--- src/rtl/mac_quad_pkg.sv ---
package mac_quad_pkg;

   // Per-operation controls that travel down the pipeline
   typedef struct packed {
      logic sub;
      logic frac;
      logic rnd;
   } mac_ctl_t;

endpackage

--- src/rtl/mac_quad_opsel.sv ---
// Stage 1: operand shaping (half selection, alignment) and capture.
module mac_quad_opsel
   import mac_quad_pkg::*;
#(
   parameter int DATA_W = 32,
   parameter int SEL_W  = 2
) (
   input  logic              clk,
   input  logic              rst_n,
   input  logic              in_valid,
   input  logic              in_wide,
   input  logic              in_hi_a,
   input  logic              in_hi_b,
   input  mac_ctl_t          in_ctl,
   input  logic [SEL_W-1:0]  in_idx,
   input  logic [DATA_W-1:0] in_a,
   input  logic [DATA_W-1:0] in_b,
   output logic              out_valid,
   output mac_ctl_t          out_ctl,
   output logic [SEL_W-1:0]  out_idx,
   output logic [DATA_W-1:0] out_a,
   output logic [DATA_W-1:0] out_b
);

   localparam int HALF_W = DATA_W / 2;

   function automatic logic [DATA_W-1:0] shape_op(input logic [DATA_W-1:0] w,
                                                  input logic wide,
                                                  input logic hi,
                                                  input logic frac);
      logic [HALF_W-1:0] h;
      h = hi ? w[DATA_W-1 -: HALF_W] : w[HALF_W-1:0];
      if (wide)
         return w;
      else if (frac)
         return {h, {HALF_W{1'b0}}};
      else
         return {{HALF_W{h[HALF_W-1]}}, h};
   endfunction

   logic [DATA_W-1:0] a_d, b_d;

   always_comb begin
      a_d = shape_op(in_a, in_wide, in_hi_a, in_ctl.frac);
      b_d = shape_op(in_b, in_wide, in_hi_b, in_ctl.frac);
   end

   always_ff @(posedge clk) begin
      if (!rst_n) begin
         out_valid <= 1'b0;
         out_ctl   <= '0;
         out_idx   <= '0;
         out_a     <= '0;
         out_b     <= '0;
      end else begin
         out_valid <= in_valid;
         out_ctl   <= in_ctl;
         out_idx   <= in_idx;
         out_a     <= a_d;
         out_b     <= b_d;
      end
   end

endmodule

--- src/rtl/mac_quad_mult.sv ---
// Stage 2: signed multiply, doubled for fractional alignment.
module mac_quad_mult
   import mac_quad_pkg::*;
#(
   parameter int DATA_W = 32,
   parameter int SEL_W  = 2,
   localparam int PROD_W = 2 * DATA_W
) (
   input  logic              clk,
   input  logic              rst_n,
   input  logic              in_valid,
   input  mac_ctl_t          in_ctl,
   input  logic [SEL_W-1:0]  in_idx,
   input  logic [DATA_W-1:0] in_a,
   input  logic [DATA_W-1:0] in_b,
   output logic              out_valid,
   output mac_ctl_t          out_ctl,
   output logic [SEL_W-1:0]  out_idx,
   output logic [PROD_W-1:0] out_prod
);

   logic signed [PROD_W-1:0] ext_a, ext_b, raw_prod;
   logic        [PROD_W-1:0] aligned;

   always_comb begin
      ext_a    = {{DATA_W{in_a[DATA_W-1]}}, in_a};
      ext_b    = {{DATA_W{in_b[DATA_W-1]}}, in_b};
      raw_prod = ext_a * ext_b;
      aligned  = in_ctl.frac ? (raw_prod <<< 1) : raw_prod;
   end

   always_ff @(posedge clk) begin
      if (!rst_n) begin
         out_valid <= 1'b0;
         out_ctl   <= '0;
         out_idx   <= '0;
         out_prod  <= '0;
      end else begin
         out_valid <= in_valid;
         out_ctl   <= in_ctl;
         out_idx   <= in_idx;
         out_prod  <= aligned;
      end
   end

endmodule

--- src/rtl/mac_quad_scale.sv ---
// Stage 3: reduce the product to an accumulator-width term.
module mac_quad_scale
   import mac_quad_pkg::*;
#(
   parameter int  DATA_W        = 32,
   parameter int  ACC_W         = 48,
   parameter int  GUARD_W       = 8,
   parameter int  SEL_W         = 2,
   parameter bit  ROUND_SUPPORT = 1'b1,
   localparam int PROD_W        = 2 * DATA_W
) (
   input  logic              clk,
   input  logic              rst_n,
   input  logic              in_valid,
   input  mac_ctl_t          in_ctl,
   input  logic [SEL_W-1:0]  in_idx,
   input  logic [PROD_W-1:0] in_prod,
   output logic              out_valid,
   output logic              out_sub,
   output logic [SEL_W-1:0]  out_idx,
   output logic [ACC_W-1:0]  out_term
);

   localparam int KEEP_W = ACC_W - GUARD_W;
   localparam int DROP_W = PROD_W - KEEP_W;
   localparam logic [DROP_W-1:0] TIE_VAL = {1'b1, {(DROP_W-1){1'b0}}};

   logic [KEEP_W-1:0] kept, kept_r;
   logic [DROP_W-1:0] dropped;
   logic [ACC_W-1:0]  term_d;

   assign kept    = in_prod[PROD_W-1 -: KEEP_W];
   assign dropped = in_prod[DROP_W-1:0];

   generate
      if (ROUND_SUPPORT) begin : g_round
         logic bump;
         always_comb begin
            bump = in_ctl.rnd &&
                   ((dropped > TIE_VAL) || ((dropped == TIE_VAL) && kept[0]));
            kept_r = kept + KEEP_W'(bump);
         end
      end else begin : g_trunc
         assign kept_r = kept;
      end
   endgenerate

   always_comb begin
      if (in_ctl.frac)
         term_d = {{GUARD_W{kept_r[KEEP_W-1]}}, kept_r};
      else
         term_d = in_prod[ACC_W-1:0];
   end

   always_ff @(posedge clk) begin
      if (!rst_n) begin
         out_valid <= 1'b0;
         out_sub   <= 1'b0;
         out_idx   <= '0;
         out_term  <= '0;
      end else begin
         out_valid <= in_valid;
         out_sub   <= in_ctl.sub;
         out_idx   <= in_idx;
         out_term  <= term_d;
      end
   end

endmodule

--- src/rtl/mac_quad_accbank.sv ---
// Stage 4: accumulator bank with add/subtract and sticky overflow.
module mac_quad_accbank #(
   parameter int ACC_W   = 48,
   parameter int NUM_ACC = 4,
   parameter int SEL_W   = 2
) (
   input  logic                          clk,
   input  logic                          rst_n,
   input  logic                          in_valid,
   input  logic                          in_sub,
   input  logic [SEL_W-1:0]              in_idx,
   input  logic [ACC_W-1:0]              in_term,
   output logic [NUM_ACC-1:0][ACC_W-1:0] acc_flat,
   output logic                          ovf
);

   logic [ACC_W-1:0] cur, nxt;
   logic             ovf_now;

   always_comb begin
      cur = acc_flat[in_idx];
      nxt = in_sub ? (cur - in_term) : (cur + in_term);
      if (in_sub)
         ovf_now = (cur[ACC_W-1] != in_term[ACC_W-1]) && (nxt[ACC_W-1] != cur[ACC_W-1]);
      else
         ovf_now = (cur[ACC_W-1] == in_term[ACC_W-1]) && (nxt[ACC_W-1] != cur[ACC_W-1]);
   end

   generate
      for (genvar j = 0; j < NUM_ACC; j++) begin : g_acc
         always_ff @(posedge clk) begin
            if (!rst_n)
               acc_flat[j] <= '0;
            else if (in_valid && (in_idx == SEL_W'(j)))
               acc_flat[j] <= nxt;
         end
      end
   endgenerate

   always_ff @(posedge clk) begin
      if (!rst_n)
         ovf <= 1'b0;
      else if (in_valid && ovf_now)
         ovf <= 1'b1;
   end

endmodule

--- src/rtl/mac_quad_unit.sv ---
// Top: four-stage MAC with a bank of accumulators.
module mac_quad_unit
   import mac_quad_pkg::*;
#(
   parameter int  DATA_W        = 32,
   parameter int  ACC_W         = 48,
   parameter int  GUARD_W       = 8,
   parameter int  NUM_ACC       = 4,
   parameter bit  ROUND_SUPPORT = 1'b1,
   localparam int SEL_W         = $clog2(NUM_ACC),
   localparam int PROD_W        = 2 * DATA_W
) (
   input  logic              clk,
   input  logic              rst_n,
   input  logic              op_valid,
   input  logic              op_sub,
   input  logic              op_wide,
   input  logic              op_hi_a,
   input  logic              op_hi_b,
   input  logic              op_frac,
   input  logic              op_round,
   input  logic [SEL_W-1:0]  op_acc,
   input  logic [DATA_W-1:0] src_a,
   input  logic [DATA_W-1:0] src_b,
   input  logic [SEL_W-1:0]  rd_sel,
   output logic [ACC_W-1:0]  rd_data,
   output logic              ovf_sticky
);

   generate
      if (DATA_W % 2 != 0) begin : g_bad_data
         $error("DATA_W must be even");
      end
      if (NUM_ACC < 2) begin : g_bad_num
         $error("NUM_ACC must be at least 2");
      end
      if (ACC_W > PROD_W || ACC_W - GUARD_W <= DATA_W) begin : g_bad_acc
         $error("ACC_W must not exceed 2*DATA_W and must keep more than DATA_W bits");
      end
   endgenerate

   mac_ctl_t          in_ctl, s1_ctl, s2_ctl;
   logic              s1_valid, s2_valid, s3_valid, s3_sub;
   logic [SEL_W-1:0]  s1_idx, s2_idx, s3_idx;
   logic [DATA_W-1:0] s1_a, s1_b;
   logic [PROD_W-1:0] s2_prod;
   logic [ACC_W-1:0]  s3_term;
   logic [NUM_ACC-1:0][ACC_W-1:0] acc_flat;

   assign in_ctl = '{sub: op_sub, frac: op_frac, rnd: op_round};

   mac_quad_opsel #(.DATA_W(DATA_W), .SEL_W(SEL_W)) opsel_i (
      .clk(clk), .rst_n(rst_n),
      .in_valid(op_valid), .in_wide(op_wide), .in_hi_a(op_hi_a), .in_hi_b(op_hi_b),
      .in_ctl(in_ctl), .in_idx(op_acc), .in_a(src_a), .in_b(src_b),
      .out_valid(s1_valid), .out_ctl(s1_ctl), .out_idx(s1_idx),
      .out_a(s1_a), .out_b(s1_b)
   );

   mac_quad_mult #(.DATA_W(DATA_W), .SEL_W(SEL_W)) mult_i (
      .clk(clk), .rst_n(rst_n),
      .in_valid(s1_valid), .in_ctl(s1_ctl), .in_idx(s1_idx),
      .in_a(s1_a), .in_b(s1_b),
      .out_valid(s2_valid), .out_ctl(s2_ctl), .out_idx(s2_idx), .out_prod(s2_prod)
   );

   mac_quad_scale #(.DATA_W(DATA_W), .ACC_W(ACC_W), .GUARD_W(GUARD_W),
                    .SEL_W(SEL_W), .ROUND_SUPPORT(ROUND_SUPPORT)) scale_i (
      .clk(clk), .rst_n(rst_n),
      .in_valid(s2_valid), .in_ctl(s2_ctl), .in_idx(s2_idx), .in_prod(s2_prod),
      .out_valid(s3_valid), .out_sub(s3_sub), .out_idx(s3_idx), .out_term(s3_term)
   );

   mac_quad_accbank #(.ACC_W(ACC_W), .NUM_ACC(NUM_ACC), .SEL_W(SEL_W)) bank_i (
      .clk(clk), .rst_n(rst_n),
      .in_valid(s3_valid), .in_sub(s3_sub), .in_idx(s3_idx), .in_term(s3_term),
      .acc_flat(acc_flat), .ovf(ovf_sticky)
   );

   assign rd_data = acc_flat[rd_sel];

endmodule

--- config.mk ---
export PLATFORM = sky130hd
export DESIGN_NAME = mac_quad_unit
export DESIGN_NICKNAME = d
export VERILOG_FILES = /design/src/rtl/mac_quad_pkg.sv /design/src/rtl/mac_quad_opsel.sv /design/src/rtl/mac_quad_mult.sv /design/src/rtl/mac_quad_scale.sv /design/src/rtl/mac_quad_accbank.sv /design/src/rtl/mac_quad_unit.sv
export SDC_FILE = /design/constraint.sdc
export NUM_CORES = 2
export LEC_CHECK = 0
export CAP_MARGIN = 5
export CORE_UTILIZATION = 45
export CTS_CLUSTER_SIZE = 25
export DETAILED_ROUTE_END_ITERATION = 12
export GPL_ROUTABILITY_DRIVEN = 0
export HOLD_SLACK_MARGIN = 0.03
export MAX_ROUTING_LAYER = met4
export PLACE_DENSITY = 0.67
export SLEW_MARGIN = 25
export SYNTH_ARGS = -nofsm -noshare
export SYNTH_HDL_FRONTEND = slang
export SYNTH_SLANG_ARGS = --single-unit
export TNS_END_PERCENT = 10
--- constraint.sdc ---
create_clock -name clk -period 10.2 [get_ports clk]
set_input_delay 1.53 -clock clk [delete_from_list [all_inputs] [get_ports clk]]
set_output_delay 1.53 -clock clk [all_outputs]
set_load 0.01 [all_outputs]
==> results.cfg <==
[routing]
drt-initial-drc-count = 3438
antenna_left = 0
wl_mm = 155
drtPass1Iterations = 10
vias = 42968
drc = 50
wl_per_cell_um = 20.0
via_per_inst = 5.53

[setup_path]
path_cells = buf_4, nand2_1, fa_1, inv_1, fa_1, inv_1, fa_1, inv_1, fa_1, fa_1, fa_1, fa_1, fa_1, ha_1, a21o_1, a21oi_1, o21ai_0, o21ai_0, nor4b_1, o21a_1, o21ai_1, a21boi_0, mux2_2, o21ai_0
crit_path_end = mult_i.out_prod[62]
critPathKind = flop to flop
r2r_end = mult_i.out_prod[62]
startpoint = opsel_i.out_a[7]
rrSetupSlack_ns = 1.60
cp_top_family = adder cells
slowest_delay_ns = 1.03
cp-start-kind = flop
path_buf_inv = 4
rr_startpoint = opsel_i.out_a[7]
crit_path_end_kind = flop
cp_common_cell = fa_1
worstSetupPathDepth = 24
arrival_ns = 9.15
critPathMaxFanout = 22
required_ns = 10.75
cpMaxStageDelayCell = dfxtp_1
r2r_cells = 24

[global_route]
grt_pass1_wl_mm = 252
grt_pass1_vias = 45960
track_usage = 0.259
grt-ovfl-total = 0
antenna_found_initial = 2
grt_max_degree = 151

[pwr]
power_switching_share = 0.519
seq_power_share = 0.140
internal_power_uw = 6770
p_clk_frac = 0.122
p_switching_uw = 7290
power_density_nw_per_um2 = 233
p_leak_uw = 0.0271
p_comb_frac = 0.738
peakVddDrop_uv = 326

[clock_tree]
hold_buffers = 0
cts_resized = 0
cts-root-buf = clkbuf_16
cts.sinks = 385
numCtsBuffers = 46
worstSkewPairLatency_ns = 0.64
h-tree-depth = 2
clkSlewWorstSetupHoldPaths_ns = 0.06
post_cts.repair.setup_buffers = 0
cts_tree = built
cts.path.max_buffers = 3

[logic_synthesis]
netlist.area_leader.share = 0.385
netlist_area_um2 = 56300
synth-edff-count = 0
syn-num-nets = 7617
syn_area_per_cell_um2 = 9.04
yosysTopAreaCell = fa_1
yosysSeqAreaShare = 0.137
synth_warnings = 0
yosys-top-cells-area = fa_1 (39%), dfxtp_1 (14%), inv_1 (6.4%)
async_reset_ff_frac = 0
syn_inst = 6223
synth_cell_types = 75
ys_seq_elements = 385
ys.flop_type = dfxtp_1

[sta]
fin_crit_ns = 8.60
skew_ns = 0.0433
slew_headroom = 0.278
tns_ns = 0
setup_ws_ns = 1.60
min_period_over_period = 0.843
fmax_mhz = 116
worstMarginPinSlew_ns = 1.08
final-max-slew-violation-count = 0
setup_viol = 0
finalHoldViolCount = 0
rsz0062_at_grt = false

[place]
dp_slack_ns = 1.69
dpl-instance-area_um2 = 58800
hpwl_mm = 119
io_buffer_count = 125
dp_cells = 7683

[floorplan]
dieArea_um2 = 126000
core_um2 = 124000
die_y_um = 356
io_pins = 126
start_util = 0.454
rows = 129
die_width_um = 356

[cells_and_area]
instances_no_fill = 7771
finalCoreUtilization = 0.487
fillCellCount = 11609
nets = 7488
syn_to_final_growth_pct = 7.29
drive_gt1_frac = 0.0512
fin_area_um2 = 60400

[outcome]
violations = design-rule violations
status = finished, violations left

[job]
cap_viol_max_count = 0

[worst_hold_path]
worstHoldPathType = flop to flop
==> power groups by stage <==
stage	registers, µW	clock network (µW)	logic [µW]
2_1_floorplan	1820	0	7760
3_5_place_dp	1990	0	10300
6_report	1970	1720	10400
3_3_place_gp	1990	0	10100
5_1_grt	1980	1800	11600
4_1_cts	1960	1750	10300
==> routing by layer <==
metal	part of all wire	track usage
met2	0.48	0.423
met1	0.42	0.335
met4	0.029	0.0728
met3	0.075	0.0393
met5	0	-
==> through the flow <==
step                      power (µW)  hold slack (ns)
after global routing           15400            0.445
final                          14100            0.430
after global placement         12100            0.416
after floorplan                 9580            0.412
after CTS                      14000            0.435
after detailed placement       12300            0.419
==> sequential cells by signal (all words and copies together) (netlist names), 3 cells and up <==
register	cells
bank_i.acc_flat	192
opsel_i.out_ctl	3
opsel_i.out_a	32
scale_i.out_term	48
mult_i.out_prod	64
opsel_i.out_b	32
mult_i.out_ctl	3
==> cell usage after synthesis, types with 4 or more instances <==
cell type	number
inv_1	966
dfxtp_1	385
nand2b_1	24
xor2_1	60
a211oi_1	74
o21ai_0	111
buf_1	26
o21bai_1	22
o21a_1	20
a21boi_0	6
nand2_1	808
and2_1	534
nor2_1	388
and4_1	9
o21ai_1	10
a21oi_1	367
mux4_2	96
fa_1	1083
a22o_1	29
a221oi_1	34
nor3b_1	5
nand3_1	88
a31oi_1	17
clkbuf_1	351
and3_1	19
ha_1	234
o31a_1	4
nor3_1	42
nand3b_1	6
xnor2_1	131
nor2b_1	42
nor4_1	17
or4_1	6
o22ai_1	8
o31ai_1	7
o211ai_1	7
nand4_1	31
mux2_2	4
a21o_1	47
or3_1	17
mux2i_1	27
a311oi_1	7
o311ai_0	4
==> layout make-up <==
class	instances	area, µm²	share of cell area
Inverter	968	3640	0.0603
Timing Repair Buffer	201	1800	0.0299
Antenna cell	3	7.51	0.000124
Tap cell	1637	2050	0.0339
Sequential cell	385	7740	0.128
Multi-Input combinational cell	4492	43600	0.721
Clock inverter	24	319	0.00528
Clock buffer	61	1270	0.0210
==> worst min path at each step <==
stage | startpoint | cells after the start | endpoint
floorplan | opsel_i.out_ctl[0] | 1 | mult_i.out_ctl[0]
global placement | opsel_i.out_idx[1] | 1 | mult_i.out_idx[1]
detailed placement | mult_i.out_ctl[2] | 1 | scale_i.out_sub
CTS | mult_i.out_ctl[2] | 1 | scale_i.out_sub
global route | mult_i.out_ctl[2] | 1 | scale_i.out_sub
finish | mult_i.out_idx[1] | 1 | scale_i.out_idx[1]
==> cells in the final DEF (no fill, tap or decap), drive strengths merged, types with 17 or more instances in the layout <==
master            n
nor3             45
dfxtp           385
mux2i            27
a211oi           74
xor2             60
nand2           808
a21oi           367
nand3            88
buf              81
nor4             17
o21bai           22
o21ai           121
ha              234
inv             971
a22o             29
and3             19
fa             1083
a221oi           34
mux4             96
or3              19
o21a             20
and2            534
nor2b            42
clkdlybuf4s50   120
nand4            31
nor2            388
xnor2           132
a21o             47
clkbuf           61
a31oi            18
nand2b           24
==> cell families (layout without fill, tap and decap cells) <==
| kind of cell | count (synthesis) | in the layout | share of synthesized area |
|---|---|---|---|
| AOI/OAI and AO/OA | 801 | 801 | 0.0875 |
| xor gates and xnor gates | 192 | 192 | 0.0300 |
| adders and majority gates | 1317 | 1317 | 0.437 |
| buffers and inverters | 1346 | 1254 | 0.0898 |
| DFF | 385 | 385 | 0.137 |
| muxes | 127 | 127 | 0.0440 |
| other | 0 | 3 | 0 |
| and+or+nand+nor | 2055 | 2055 | 0.175 |
No activity file was read; power rests on OpenSTA's default activity.
